<file path="src/rtl/trap_gate_pkg.sv">
// Shared types for the trap gate unit.
// Assumes a byte-addressed memory with word-sized accesses.
package trap_gate_pkg;

    typedef enum logic [2:0] {
        ST_IDLE     = 3'd0,
        ST_PUSH_PC  = 3'd1,
        ST_PUSH_PSW = 3'd2,
        ST_RD_PTR   = 3'd3,
        ST_RD_HPC   = 3'd4,
        ST_RD_HPSW  = 3'd5,
        ST_COMMIT   = 3'd6,
        ST_DONE     = 3'd7
    } gate_state_e;

endpackage

</file>
<file path="src/rtl/trap_gate_mask.sv">
// Selector masking stage: forces a raw selector into its legal range.
// Purely combinational; the caller stores the result in its own hidden
// register so that the raw selector source is never written.
module trap_gate_mask #(
    parameter int          XLEN = 32,
    parameter logic [31:0] MASK = 32'h0000_007C
) (
    input  logic [XLEN-1:0] raw,
    output logic [XLEN-1:0] masked
);

    localparam logic [XLEN-1:0] MASK_W = XLEN'(MASK);

    // Apply the fixed mask
    always_comb masked = raw & MASK_W;

endmodule

</file>
<file path="src/rtl/trap_gate_seq.sv">
// Sequencer for the gate entry: walks the fixed access order and
// advances on each completed memory transfer.
// Assumes xfer_done is only high when a request is outstanding.
module trap_gate_seq
    import trap_gate_pkg::*;
(
    input  logic        clk,
    input  logic        rst_n,
    input  logic        start,
    input  logic        xfer_done,
    output gate_state_e state,
    output logic        accept,
    output logic        busy,
    output logic        done
);

    gate_state_e state_nx;

    // Next-state selection
    always_comb begin
        state_nx = state;
        unique case (state)
            ST_IDLE:     if (start)     state_nx = ST_PUSH_PC;
            ST_PUSH_PC:  if (xfer_done) state_nx = ST_PUSH_PSW;
            ST_PUSH_PSW: if (xfer_done) state_nx = ST_RD_PTR;
            ST_RD_PTR:   if (xfer_done) state_nx = ST_RD_HPC;
            ST_RD_HPC:   if (xfer_done) state_nx = ST_RD_HPSW;
            ST_RD_HPSW:  if (xfer_done) state_nx = ST_COMMIT;
            ST_COMMIT:                  state_nx = ST_DONE;
            ST_DONE:                    state_nx = ST_IDLE;
            default:                    state_nx = ST_IDLE;
        endcase
    end

    // State register
    always_ff @(posedge clk) begin
        if (!rst_n) state <= ST_IDLE;
        else        state <= state_nx;
    end

    // Status decodes
    always_comb begin
        accept = (state == ST_IDLE) && start;
        busy   = (state != ST_IDLE) && (state != ST_DONE);
        done   = (state == ST_DONE);
    end

endmodule

</file>
<file path="src/rtl/trap_gate_datapath.sv">
// Datapath for the gate entry: captures the caller state and masked
// selectors, forms each access address, collects the read words and
// loads the new processor state in a single edge at commit.
module trap_gate_datapath
    import trap_gate_pkg::*;
#(
    parameter int          XLEN     = 32,
    parameter logic [31:0] PTR_MASK = 32'h0000_007C,
    parameter logic [31:0] IDX_MASK = 32'h0000_7FF8
) (
    input  logic            clk,
    input  logic            rst_n,
    input  gate_state_e     state,
    input  logic            accept,
    input  logic            xfer_done,
    input  logic [XLEN-1:0] pc_in,
    input  logic [XLEN-1:0] psw_in,
    input  logic [XLEN-1:0] sp_in,
    input  logic [XLEN-1:0] sel_a,
    input  logic [XLEN-1:0] sel_b,
    input  logic [XLEN-1:0] mem_rdata,
    output logic            mem_req,
    output logic            mem_we,
    output logic [XLEN-1:0] mem_addr,
    output logic [XLEN-1:0] mem_wdata,
    output logic [XLEN-1:0] pc_out,
    output logic [XLEN-1:0] psw_out,
    output logic [XLEN-1:0] sp_out
);

    localparam int            WORD_BYTES  = XLEN / 8;
    localparam logic [XLEN-1:0] WORD_STEP = XLEN'(WORD_BYTES);
    localparam logic [XLEN-1:0] PUSH_SPAN = XLEN'(2 * WORD_BYTES);
    localparam int            NUM_SEL     = 2;
    localparam logic [31:0]   MASKS [NUM_SEL] = '{PTR_MASK, IDX_MASK};

    logic [XLEN-1:0] sel_raw    [NUM_SEL];
    logic [XLEN-1:0] sel_masked [NUM_SEL];
    logic [XLEN-1:0] sel_q      [NUM_SEL];
    logic [XLEN-1:0] pc_q, psw_q, sp_q;
    logic [XLEN-1:0] base_q, hpc_q, hpsw_q;
    logic [XLEN-1:0] entry_addr;

    assign sel_raw[0] = sel_a;
    assign sel_raw[1] = sel_b;

    // One masking stage and hidden register per selector
    for (genvar g = 0; g < NUM_SEL; g++) begin : g_sel
        trap_gate_mask #(
            .XLEN (XLEN),
            .MASK (MASKS[g])
        ) u_mask (
            .raw    (sel_raw[g]),
            .masked (sel_masked[g])
        );

        // Hold the masked selector for the whole sequence
        always_ff @(posedge clk) begin
            if (!rst_n)      sel_q[g] <= '0;
            else if (accept) sel_q[g] <= sel_masked[g];
        end
    end

    // Capture the caller's state when a sequence is accepted
    always_ff @(posedge clk) begin
        if (!rst_n) begin
            pc_q  <= '0;
            psw_q <= '0;
            sp_q  <= '0;
        end else if (accept) begin
            pc_q  <= pc_in;
            psw_q <= psw_in;
            sp_q  <= sp_in;
        end
    end

    // Collect the words read from the two tables
    always_ff @(posedge clk) begin
        if (!rst_n) begin
            base_q <= '0;
            hpc_q  <= '0;
            hpsw_q <= '0;
        end else if (xfer_done) begin
            if (state == ST_RD_PTR)  base_q <= mem_rdata;
            if (state == ST_RD_HPC)  hpc_q  <= mem_rdata;
            if (state == ST_RD_HPSW) hpsw_q <= mem_rdata;
        end
    end

    assign entry_addr = base_q + sel_q[1];

    // Address, data and direction for the access of the current state
    always_comb begin
        mem_req   = 1'b1;
        mem_we    = 1'b0;
        mem_addr  = '0;
        mem_wdata = '0;
        unique case (state)
            ST_PUSH_PC: begin
                mem_we    = 1'b1;
                mem_addr  = sp_q;
                mem_wdata = pc_q;
            end
            ST_PUSH_PSW: begin
                mem_we    = 1'b1;
                mem_addr  = sp_q + WORD_STEP;
                mem_wdata = psw_q;
            end
            ST_RD_PTR:  mem_addr = sel_q[0];
            ST_RD_HPC:  mem_addr = entry_addr;
            ST_RD_HPSW: mem_addr = entry_addr + WORD_STEP;
            default:    mem_req  = 1'b0;
        endcase
    end

    // Load the new processor state in one edge
    always_ff @(posedge clk) begin
        if (!rst_n) begin
            pc_out  <= '0;
            psw_out <= '0;
            sp_out  <= '0;
        end else if (state == ST_COMMIT) begin
            pc_out  <= hpc_q;
            psw_out <= hpsw_q;
            sp_out  <= sp_q + PUSH_SPAN;
        end
    end

endmodule

</file>
<file path="src/rtl/trap_gate_unit.sv">
// Two-level trap gate vector unit, top level.
// Pushes PC and status word, reads a pointer-table entry, then reads an
// 8-byte handler entry and loads the new PC and status word together.
// Assumes memory completes an access on an edge with mem_req & mem_ack.
module trap_gate_unit
    import trap_gate_pkg::*;
#(
    parameter int          XLEN     = 32,
    parameter logic [31:0] PTR_MASK = 32'h0000_007C,
    parameter logic [31:0] IDX_MASK = 32'h0000_7FF8
) (
    input  logic            clk,
    input  logic            rst_n,
    input  logic            start,
    input  logic [XLEN-1:0] pc_in,
    input  logic [XLEN-1:0] psw_in,
    input  logic [XLEN-1:0] sp_in,
    input  logic [XLEN-1:0] sel_a,
    input  logic [XLEN-1:0] sel_b,
    output logic            mem_req,
    output logic            mem_we,
    output logic [XLEN-1:0] mem_addr,
    output logic [XLEN-1:0] mem_wdata,
    input  logic [XLEN-1:0] mem_rdata,
    input  logic            mem_ack,
    output logic            busy,
    output logic            done,
    output logic [XLEN-1:0] pc_out,
    output logic [XLEN-1:0] psw_out,
    output logic [XLEN-1:0] sp_out
);

    gate_state_e state;
    logic        accept;
    logic        xfer_done;

    // A transfer completes when a held request is acknowledged
    always_comb xfer_done = mem_req && mem_ack;

    trap_gate_seq u_seq (
        .clk       (clk),
        .rst_n     (rst_n),
        .start     (start),
        .xfer_done (xfer_done),
        .state     (state),
        .accept    (accept),
        .busy      (busy),
        .done      (done)
    );

    trap_gate_datapath #(
        .XLEN     (XLEN),
        .PTR_MASK (PTR_MASK),
        .IDX_MASK (IDX_MASK)
    ) u_dp (
        .clk       (clk),
        .rst_n     (rst_n),
        .state     (state),
        .accept    (accept),
        .xfer_done (xfer_done),
        .pc_in     (pc_in),
        .psw_in    (psw_in),
        .sp_in     (sp_in),
        .sel_a     (sel_a),
        .sel_b     (sel_b),
        .mem_rdata (mem_rdata),
        .mem_req   (mem_req),
        .mem_we    (mem_we),
        .mem_addr  (mem_addr),
        .mem_wdata (mem_wdata),
        .pc_out    (pc_out),
        .psw_out   (psw_out),
        .sp_out    (sp_out)
    );

endmodule

</file>
<file path="config.mk">
export PLATFORM = sky130hd
export DESIGN_NAME = trap_gate_unit
export DESIGN_NICKNAME = d
export VERILOG_FILES = /design/src/rtl/trap_gate_pkg.sv /design/src/rtl/trap_gate_mask.sv /design/src/rtl/trap_gate_seq.sv /design/src/rtl/trap_gate_datapath.sv /design/src/rtl/trap_gate_unit.sv
export SDC_FILE = /design/constraint.sdc
export NUM_CORES = 1
export LEC_CHECK = 0
export BUFFER_PORTS_ARGS = -buffer_cell sky130_fd_sc_hd__clkbuf_2
export CELL_PAD_IN_SITES_DETAIL_PLACEMENT = 2
export CELL_PAD_IN_SITES_GLOBAL_PLACEMENT = 2
export CORE_MARGIN = 3
export CORE_UTILIZATION = 28
export CTS_CLUSTER_SIZE = 40
export DETAILED_ROUTE_END_ITERATION = 10
export PLACE_DENSITY = 0.8
export SYNTH_ARGS = -nofsm -noshare
export SYNTH_HDL_FRONTEND = slang
export SYNTH_SLANG_ARGS = --single-unit
</file>
<file path="constraint.sdc">
create_clock -name clk -period 3.7 [get_ports clk]
set_input_delay 0.74 -clock clk [delete_from_list [all_inputs] [get_ports clk]]
set_output_delay 0.74 -clock clk [all_outputs]
set_load 0.1 [all_outputs]
</file>
After elaboration in Yosys (flattened, before gate mapping) --
Memory sizes are Yosys's and may differ from the RTL's. Index checks and enable logic that the tools add are counted.
Operators by class: add/subtract/negate cells 4, equality and inequality tests 14, muxes and demuxes 17, bitwise gates (word level) 2, reduce and logical (&&, ||, !) cells 11
Operators with widths (number):
- 32-bit case mux with 5 select lines | 1
- 32-bit by 3-bit adder with 32-bit output (second input constant) | 2
- 32-bit case mux with 2 select lines | 1
- 32-bit adder | 1
- 32-bit by 4-bit adder with 32-bit output (second input constant) | 1
- 13-bit 2-to-1 mux | 2
- 3-bit case mux with 8 select lines | 1
- 3-bit 2-to-1 mux | 6
- 3-bit == test (second input constant) | 4
- 2-bit by 1-bit != test with 1-bit output (second input constant) | 5
- 3-bit by 2-bit == test with 1-bit output (second input constant) | 2
- 1-bit 2-to-1 mux | 6
- 2-bit AND reduction | 3
- 6-bit AND reduction | 1
- 5-bit OR reduction | 1
- 3-bit by 1-bit == test with 1-bit output (second input constant) | 1
- 1-bit logical AND | 3
- 3-bit zero test | 1
- 3-bit != test (second input constant) | 1
- 3-bit nonzero test | 1
- 2-bit != test (second input constant) | 1
- 1-bit OR | 2
- 2-bit OR reduction | 1
Storage, ports and cells: bits in registers 291, memory bits (writable) 26, output and inout bits 164, memories kept 1
Memories:
- u_dp.sel_q | depth 2, width 13, rd ports 2, clocked after Yosys merged registers in 0, write ports 2, RTL line trap_gate_datapath.sv:39 | logic [XLEN-1:0] sel_q [NUM_SEL];

Longest topological paths before layout --
Gate-level depths: netlist of run 1.
depth in word-level cells 6, depth in mapped cells 16, gate-level depth less buffers 13

By module --
A second synthesis of run 1 with hierarchy kept.
Unflattened totals: cell total of the unflattened synthesis 2057, area, all modules 18416.4 um^2
Modules (own cells, without submodules):
- trap_gate_datapath | instances 1, cells each 1967, area each 17718.2 um^2, sequential area each 7687.4 um^2
- trap_gate_mask | instances 2, cells each 33, area each 244.0 um^2, sequential area each 0.0 um^2
- trap_gate_seq | instances 1, cells each 23, area each 203.9 um^2, sequential area each 60.1 um^2
- trap_gate_unit | instances 1, cells each 1, area each 6.3 um^2, sequential area each 0.0 um^2

Worst setup path before layout of run 1 --
No wires, ideal clock.
path type reg2out, from register u_seq.state[1], to output port mem_addr[20], arrival 5.045 ns, slack -2.085 ns, stages on the path, launching flop included 17, path buffers 4, cells stage by stage dfxtp_1 buf_2 nand2b_1 nor2_2 clkbuf_1 buf_1 nand2_1 nand2_1 ha_1 nand2b_1 nor3_1 and3_1 buf_6 nand3_1 a21o_1 mux2i_1 o21ai_0
Between the ends: word-level cells in the longest chain between the ends 2, elaborated cells on any way between the ends 6, those cells by class eq/ne: 5; mux: 1
Ends and longest elaborated chain:
- start: declaration | RTL line trap_gate_seq.sv:11 | output gate_state_e state,
- start signal: assignment | RTL line trap_gate_seq.sv:38 | else state <= state_nx;
- 3-bit == test (tied with other cells) | RTL line trap_gate_datapath.sv:98 | unique case (state)
- 32-bit case mux with 5 select lines * | RTL line trap_gate_datapath.sv:98
- end: declaration | RTL line trap_gate_unit.sv:22 | output logic [XLEN-1:0] mem_addr,
Every way passes the cells marked *; elsewhere a longest branch is shown, timed or not.

==> metrics, run 1 <==
Synth Instances 1701; die width 235 um; Synthesis Warnings 0; Total GRT Usage 22.6%; crit path capture type output port; Peak VDD IR 0.000329 V; Lkg Pwr 8.61 nW; Final Skew 0.0205 ns; Crit. Startpoint u_dp.sel_q[1][1]$_SDFFCE_PN0P_; Total Power 0.00856 W; die area 55000 um2; # fillers 5606; Synth Register Bits 308; multi-input logic area 8880 um2; RSZ-0062 raised after global routing yes; post-synth design cell area 14600 um2; WL per Instance 23.9 um; Cells after DPL 2710; CTS tree built; clk_lat worst skew 0.56 ns; FF-to-FF setup slack 1.04 ns; Non-Filler Instances 2815; CP Class reg2out; Seq/Total Area, Yosys 43.3%; worst flop-to-flop path endpoint u_dp.sp_out[31]$_SDFFE_PN0P_; Routed Antenna Nets 0; clock-pin slew on the worst setup and hold paths 0.06 ns; number of vias per cell 5.22; Finish-stage setup viols 27; Setup crit start kind flop; # IOs 360; Final min period 5.02 ns; row count 83; crit path to mem_addr[28]; 1st-pass router iterations 5; r2r worst-path depth 11; # H-tree levels 2; fmax 199 MHz; IO Port Bufs 312; GR Layer Usage met3 5.76%; Root Driver clkbuf_16; Async S/R FF share, synth 0%; DR vias 14681; Reg area 6340 um2; worst slew pin tran 1.20 ns; met1 Track Usage GR 26.8%; DP HPWL 44.0 mm; Iteration-0 DRC Markers 691; relative slew slack 19.9%; violations in the final reports setup timing; largest net degree at the start of global routing 172; met2 usage 39.5%; Initial Utilization 28.4%; Post-Route WL 67.2 mm; Final Wtd Congestion 0.852; grt peak-use layer met2; Hold Fails Final Rpt 0; first-pass GRT wire length 96.4 mm; final slew viol count 0; grt ovf 0; Primary FF master, synth dfxtp_1; Power Dens Cells 397 nW/um2; cts hold-fix bufs 0; Residual DRC 0; NumNets Final 2320; reg2reg start u_dp.sp_q[3]$_SDFFE_PN0P_; initial antenna violation count 3; CP Data Required Time 2.96 ns; Core Area 51500 um2; CTS Sinks 308; syn nets 1915; number of synthesized flops with an enable pin 17; Netlist cell types 79; status finished, violations left; Final period util 136%; worst-path fanout max 7; syn_area_per_cell 8.60 um2; crit path DAT 4.28 ns; setup ws final -1.32 ns; area post-placement 19200 um2; layout cell share with drive strength beyond 1 34.5%; vias in the first global route 16005; Area Overhead vs Synth 47.3%; Die H 235 um; max_cap viols 0; Min-Delay Path Class in2reg; CTS buffer count 39; design area 21600 um2; Max Buffers Root-to-Sink 3
-- per-layer routing --
| metal | routed length, um | vias to the layer above | share of wire (%) |
|---|---|---|---|
| met5 | 27 | - | 0.040 |
| met2 | 32900 | 461 | 49 |
| li1 | - | 6751 | - |
| met3 | 4150 | 154 | 6.2 |
| met4 | 2560 | 4 | 3.8 |
| met1 | 27600 | 7311 | 41 |
-- worst max-delay path: stages (launching register included) --
cell and delay (ns):
edfxtp_1 0.38, ha_2 0.21, inv_2 0.05, fa_2 0.19, nand2b_4 0.15, a211oi_4 0.08
o41ai_4 0.64, a21oi_2 0.14, xnor2_1 0.20, buf_4 0.18, o31ai_4 0.35, nand4_4 0.27
nor4_4 0.36, xnor2_2 0.11, o221ai_4 0.17, buf_12 0.20
-- Yosys cell counts, types with 5 or more instances --
cell,instances,share of area [%]
a211oi_1,6,0.31
o221ai_1,9,0.54
nand4_1,8,0.34
o211a_1,29,2.0
ha_1,17,1.5
nor2b_1,5,0.21
nand2_1,442,11
a21o_1,6,0.31
buf_1,6,0.15
o22ai_1,8,0.34
edfxtp_1,17,3.5
clkbuf_1,122,3.1
mux2i_1,7,0.48
or3_1,5,0.21
o21a_1,5,0.26
inv_1,16,0.41
xnor2_1,46,2.8
o21ai_0,37,1.3
a31oi_1,5,0.21
a21oi_1,31,1.1
and2_1,23,0.98
nor3_1,18,0.62
nand2b_1,8,0.34
and3_1,14,0.60
a21boi_0,167,8.6
dfxtp_1,291,40
a22o_1,127,7.6
nand3_1,33,1.1
nor2_1,73,1.9
xor2_1,33,2.0
-- layout make-up --
| class | count | area share, % |
|---|---|---|
| antenna | 1 | 0.0116 |
| clock buffer | 57 | 5.41 |
| clock inverter | 12 | 0.517 |
| inverter | 17 | 0.296 |
| multi-input combinational | 1243 | 41.2 |
| sequential | 308 | 29.4 |
| tap | 680 | 3.95 |
| timing repair buffer | 497 | 19.2 |
-- metrics by stage --
stage               setup slack, ns  TNS, ns  util (%)  hold WS, ns
detailed placement           -0.738   -13.27      37.3        0.460
floorplan                    -0.490    -6.38         -        0.441
CTS                           -1.27   -25.67      40.9        0.364
global route                  -1.49   -32.71      41.8        0.381
finish                        -1.32   -28.99      41.8        0.396
global placement             -0.630   -10.81      37.3        0.447
-- registers in the layout, summed over array words and instances, names as in the netlist --
signal / cells
u_dp.hpsw_q: 32
u_dp.base_q: 32
u_seq.state: 3
u_dp.pc_q: 32
u_dp.psw_q: 32
u_dp.sel_q: 17
u_dp.pc_out: 32
u_dp.psw_out: 32
u_dp.hpc_q: 32
u_dp.sp_out: 32
u_dp.sp_q: 32
-- timing repair --
item,CTS,global route
pin swaps,49,65
endpoints found under the setup margin,30,31
resized for setup,94,64
cloned,0,0
setup buffers,17,23
endpoints found under the hold margin,0,0
-- cell usage in the layout (no fill, tap or decap), types with 9 or more instances in the layout --
cell type	Yosys	layout
nor3_1	18	9
nand3_1	33	29
buf_4	0	149
buf_6	2	29
buf_12	0	72
ha_1	17	12
clkbuf_16	0	41
a21oi_1	31	14
edfxtp_1	17	17
o211a_1	29	29
xnor2_2	1	11
xor2_1	33	24
dfxtp_1	291	288
and3_1	14	10
a21boi_0	167	165
o21ai_0	37	26
a21oi_2	2	11
clkbuf_2	0	246
nor2_2	2	19
and2_1	23	22
inv_1	16	14
a22o_1	127	127
nor2_1	73	48
nand2_1	442	436
xnor2_1	46	33
-- worst min-delay path by stage --
stage	start	to	depth (start not counted)
global placement	u_dp.hpc_q[20]$_SDFFE_PN0P_	u_dp.pc_out[20]$_SDFFE_PN0P_	2
detailed placement	u_dp.hpsw_q[28]$_SDFFE_PN0P_	u_dp.psw_out[28]$_SDFFE_PN0P_	2
finish	sp_in[0]	u_dp.sp_q[0]$_SDFFE_PN0P_	2
floorplan	u_dp.hpc_q[0]$_SDFFE_PN0P_	u_dp.pc_out[0]$_SDFFE_PN0P_	2
global route	psw_in[27]	u_dp.psw_q[27]$_SDFFE_PN0P_	2
CTS	psw_in[18]	u_dp.psw_q[18]$_SDFFE_PN0P_	2
-- power by group --
part	leakage, nW	switching (W)	internal [W]	total (W)
logic	5.44	0.000748	0.000445	0.00119
clock network	0.622	0.00154	0.00226	0.00381
registers	2.55	0.000104	0.00345	0.00356
total	8.61	0.00240	0.00616	0.00856
-- logic make-up after synthesis --
group,share of synthesized area (%)
and+or+nand+nor,19.3
AOI/OAI and AO/OA,26.2
DFF,43.3
buffers and inverters,3.98
xor gates and xnor gates,4.84
adders and majority gates,1.59
muxes,0.813
(Power assumes the default switching activity.)
==> inputs of run 2 (changes only) <==
--- a/config.mk
+++ b/config.mk
@@ -13,6 +13,7 @@
 export CTS_CLUSTER_SIZE = 40
 export DETAILED_ROUTE_END_ITERATION = 10
 export PLACE_DENSITY = 0.8
+export SETUP_SLACK_MARGIN = 0.2
 export SYNTH_ARGS = -nofsm -noshare
 export SYNTH_HDL_FRONTEND = slang
 export SYNTH_SLANG_ARGS = --single-unit
==> metrics, run 2 (synthesis results as in run 1) <==
Lkg Pwr 8.88 nW; violations in the final reports setup timing; worst slew pin tran 1.08 ns; dpl ws -0.727 ns; Peak VDD IR 0.000339 V; final slew viol count 0; Final Skew 0.0232 ns; number of vias per cell 5.22; CTS Sinks 308; area post-placement 19200 um2; CTS tree built; Final Util 42.9%; Hold Fails Final Rpt 0; Initial Utilization 28.4%; Total GRT Usage 22.6%; die width 235 um; first-pass GRT wire length 96.7 mm; switching pwr 0.00240 W; crit-path max cell delay 0.42 ns; grt ovf 0; layout cell share with drive strength beyond 1 36.0%; WL per Instance 23.9 um; row count 83; worst-path fanout max 7; Power Dens Cells 396 nW/um2; Setup crit start kind flop; RSZ-0062 raised after global routing yes; crit path DAT 4.41 ns; Final min period 5.15 ns; Residual DRC 0; # IOs 360; 1st-pass router iterations 5; crit path capture type output port; Fin Setup TNS -31.02 ns; FF-to-FF setup slack 0.99 ns; clk_lat worst skew 0.55 ns; Final Wtd Congestion 0.846; DR vias 14871; cts hold-fix bufs 0; die area 55000 um2; setup ws final -1.45 ns; relative slew slack 28.3%; Gate power share 13.9%; Hold WS 0.392 ns; fmax 194 MHz; Max Buffers Root-to-Sink 3; clock network power share 45.4%; CP delay by family, top compound AO/OA/AOI/OAI gates; max_cap viols 0; CP Data Required Time 2.96 ns; Die H 235 um; Post-Route WL 68.1 mm; most frequent cells in the layout nand2_1 (434), dfxtp_1 (288), clkbuf_2 (247), buf_4 (171), a21boi_0 (165); clock-pin slew on the worst setup and hold paths 0.07 ns; Flop pwr share 40.7%; Finish-stage setup viols 27; DP HPWL 43.9 mm; Int Pwr 0.00635 W; Switching Share 27.5%; Inserted Diodes 0; CP Class reg2out; cells along the critical path ha_2 > inv_2 > fa_2 > nand2b_4 > a211oi_4 > o41ai_4 > buf_4 > a211oi_4 > xor2_1 > a31oi_1 > a2111o_1 > nor4_2 > xnor2_1 > o221ai_4 > buf_12; # H-tree levels 2; IO Port Bufs 312; Root Driver clkbuf_16; Area Overhead vs Synth 50.9%; initial antenna violation count 4; CP bufs+invs 3; Core Area 51500 um2; vias in the first global route 16091; status finished, violations left; most frequent CP cell a211oi_4; CP max stage cell a2111o_1; Routed Antenna Nets 0; Final period util 139%; design area 22100 um2; commonest non-fill, non-tap cell in the layout nand2_1; Min-Delay Path Class in2reg; largest net degree at the start of global routing 166; Iteration-0 DRC Markers 747; NumNets Final 2354; CTS buffer count 39
[run 2: timing repair]
item                       CTS  global route
gates cloned                 0             1
resized for setup           97            93
pin swaps                   46            67
setup buffers               26            39
setup endpoints to repair   52            30
[run 2: final timing paths]
kind	start	to	cells past startpoint
setup reg to reg	u_dp.sp_q[3]$_SDFFE_PN0P_	u_dp.sp_out[25]$_SDFFE_PN0P_	11
hold reg to reg	u_dp.hpsw_q[28]$_SDFFE_PN0P_	u_dp.psw_out[28]$_SDFFE_PN0P_	2
setup / recovery	u_dp.sel_q[1][1]$_SDFFCE_PN0P_	mem_addr[30]	15
hold / removal	sp_in[0]	u_dp.sp_q[0]$_SDFFE_PN0P_	2
[run 2: layout make-up]
class                   instances  area, um2
clock buffers                  61       1230
clock inverters                 9        115
fillers                      5502      29400
inverters                      17       63.8
multi-input cells            1243       9030
flip-flops and latches        308       6340
well taps                     680        851
repair buffers                531       4440
[run 2: worst reg2reg max path, stage by stage (launching register included)]
cell	delay, ns
dfxtp_1	0.44
buf_4	0.18
ha_1	0.25
nand2_1	0.07
or2_0	0.32
nor4_1	0.28
buf_4	0.20
and3_1	0.30
nand3_1	0.13
xor2_1	0.20
nand2_1	0.08
o211a_1	0.13
[run 2: routing by layer]
layer / vias up / routed length (um) / part of all wire (%) / track usage (%)
met4: 8 / 2500 / 3.7 / 8.71
met3: 153 / 4450 / 6.5 / 6.12
met2: 491 / 33100 / 49 / 38.7
li1: 6813 / - / - / -
met1: 7406 / 28000 / 41 / 27.0
met5: - / 45 / 0.066 / 0
[run 2: power by group through the flow]
stage                     sequential (W)  clock (W)  combinational [W]
after floorplan                  0.00357          0           0.000648
after global placement           0.00361          0            0.00106
after detailed placement         0.00362          0            0.00109
after CTS                        0.00355    0.00407            0.00114
after global routing             0.00357    0.00423            0.00128
final                            0.00356    0.00397            0.00122
[run 2: per-stage QoR]
stage                     total power (W)  std cells
after floorplan                   0.00422       1701
after global placement            0.00468       2713
after detailed placement          0.00471       2713
after CTS                         0.00877       2809
after global routing              0.00907       2849
final                             0.00875       2849
==> inputs of run 3 (changes only) <==
--- a/config.mk
+++ b/config.mk
@@ -5,7 +5,7 @@
 export SDC_FILE = /design/constraint.sdc
 export NUM_CORES = 1
 export LEC_CHECK = 0
-export BUFFER_PORTS_ARGS = -buffer_cell sky130_fd_sc_hd__clkbuf_2
+export BUFFER_PORTS_ARGS = -buffer_cell sky130_fd_sc_hd__buf_2
 export CELL_PAD_IN_SITES_DETAIL_PLACEMENT = 2
 export CELL_PAD_IN_SITES_GLOBAL_PLACEMENT = 2
 export CORE_MARGIN = 3
@@ -13,7 +13,6 @@
 export CTS_CLUSTER_SIZE = 40
 export DETAILED_ROUTE_END_ITERATION = 10
 export PLACE_DENSITY = 0.8
-export SETUP_SLACK_MARGIN = 0.2
 export SYNTH_ARGS = -nofsm -noshare
 export SYNTH_HDL_FRONTEND = slang
 export SYNTH_SLANG_ARGS = --single-unit
==> metrics, run 3 (synthesis results as in run 1) <==
status finished, violations left; violations in the final reports setup timing; DR vias 14629; Final period util 134%; commonest non-fill, non-tap cell in the layout nand2_1; die area 55000 um2; crit path DAT 4.23 ns; CP delay by family, top buffers and inverters; RSZ-0062 raised after global routing yes; grt ovf 0; r2r worst-path depth 10; Non-Filler Instances 2830; Worst Hold Path EP u_dp.sp_q[0]$_SDFFE_PN0P_; Die H 235 um; Reg area 6340 um2; # IOs 360; HP Start sp_in[0]; Gate power share 13.8%; Cells after DPL 2718; CP max stage cell fa_2; worst-path fanout max 2; met2 usage 39.4%; Post-Route WL 65.8 mm; worst flop-to-flop path endpoint u_seq.state[2]$_SDFFE_PN0P_; reg2reg start u_seq.state[2]$_SDFFE_PN0P_; met1 Track Usage GR 26.7%; FF-to-FF setup slack 0.56 ns; Peak VDD IR 0.000294 V; Finish-stage setup viols 28; initial antenna violation count 8; setup ws final -1.27 ns; Final Skew 0.0261 ns; Root Driver clkbuf_16; Total GRT Usage 22.3%; Final min period 4.97 ns; CP Data Required Time 2.96 ns; grt peak-use layer met2; Final Util 41.3%; Int Pwr 0.00618 W; Setup crit start kind flop; fmax 201 MHz; first-pass GRT wire length 95.5 mm; IO Port Bufs 312; CTS buffer count 38; most frequent CP cell buf_6; CTS tree built; clk_lat worst skew 0.55 ns; Core Area 51500 um2; WL per Instance 23.3 um; vias in the first global route 15939; Hold Path Depth 2; die width 235 um; Iteration-0 DRC Markers 671; Flop pwr share 41.8%; switching pwr 0.00234 W; Hold WS 0.402 ns; DP HPWL 43.7 mm; Final Wtd Congestion 0.868; Max Buffers Root-to-Sink 3; Lkg Pwr 8.75 nW; # H-tree levels 2; Min-Delay Path Class in2reg; max_cap viols 0; CP Class reg2out; # fillers 5599; CTS Sinks 308; Initial Utilization 28.4%; largest net degree at the start of global routing 172; row count 83; layout cell share with drive strength beyond 1 35.0%; relative slew slack 27.3%; Area Overhead vs Synth 45.4%; clock network power share 44.5%; CP bufs+invs 14; Power Dens Cells 401 nW/um2; NumNets Final 2334; final slew viol count 0; GR Layer Usage met3 5.07%; Hold Fails Final Rpt 0; Crit. Startpoint u_dp.sel_q[1][1]$_SDFFCE_PN0P_; multi-input logic area 8980 um2; most frequent cells in the layout nand2_1 (435), dfxtp_1 (289), buf_2 (279), a21boi_0 (165), buf_4 (165); Residual DRC 0; worst slew pin tran 1.08 ns; Switching Share 27.5%; Routed Antenna Nets 0; number of vias per cell 5.17; 1st-pass router iterations 8; crit path capture type output port; clock-pin slew on the worst setup and hold paths 0.07 ns; crit-path max cell delay 0.36 ns
run 3: cell types whose count changed in the layout (fill, tap and decap cells not counted), sizes merged:
cell / before / now
clkbuf: 309 / 59
clkinv: 6 / 5
diode: 0 / 3
inv: 18 / 17
buf: 283 / 512
clkinvlp: 0 / 1
run 3: power groups by stage:
stage	Combinational, W	Sequential, W	Clock [W]
global route	0.00123	0.00357	0.00404
floorplan	0.000643	0.00357	0
finish	0.00117	0.00356	0.00379
detailed placement	0.00104	0.00362	0
CTS	0.00110	0.00355	0.00390
global placement	0.00101	0.00361	0
run 3: how the worst max path moves through the flow:
stage | depth (start not counted) | slack [ns] | endpoint
after floorplan | 13 | -0.49 | mem_addr[30]
after global placement | 15 | -0.65 | mem_addr[31]
after detailed placement | 15 | -0.82 | mem_addr[30]
after CTS | 15 | -1.21 | mem_addr[30]
after global routing | 17 | -1.41 | mem_addr[27]
final | 25 | -1.27 | mem_addr[7]
run 3: layout make-up:
| cell class | count | area share, % |
|---|---|---|
| Antenna cell | 3 | 0.0353 |
| Clock buffer | 59 | 5.46 |
| Clock inverter | 8 | 0.547 |
| Inverter | 17 | 0.300 |
| Multi-Input combinational cell | 1243 | 42.2 |
| Sequential cell | 308 | 29.8 |
| Tap cell | 680 | 4.00 |
| Timing Repair Buffer | 512 | 17.6 |
run 3: layer usage:
metal | vias up | part of all wire, %
met3 | 144 | 5.8
met1 | 7286 | 42
li1 | 6769 | -
met4 | 6 | 3.4
met2 | 424 | 49
met5 | - | 0.035
run 3: repair_timing:
action,in CTS,in global routing
buffers inserted,31,25
pin swaps,60,44
endpoints found under the setup margin,30,29
cloned,0,0
gates resized for setup,120,54
hold buffers,0,0
hold endpoints to repair,0,0
run 3: per-stage QoR:
step                      TNS (ns)  cell area, um2  total power [W]  worst slack (ns)
after CTS                   -25.80           20900          0.00855             -1.21
after global placement      -10.68           18800          0.00462            -0.649
final                       -28.40           21300          0.00852             -1.27
after detailed placement    -14.15           18800          0.00466            -0.817
after floorplan              -6.38           15200          0.00422            -0.490
after global routing        -32.20           21300          0.00884             -1.41
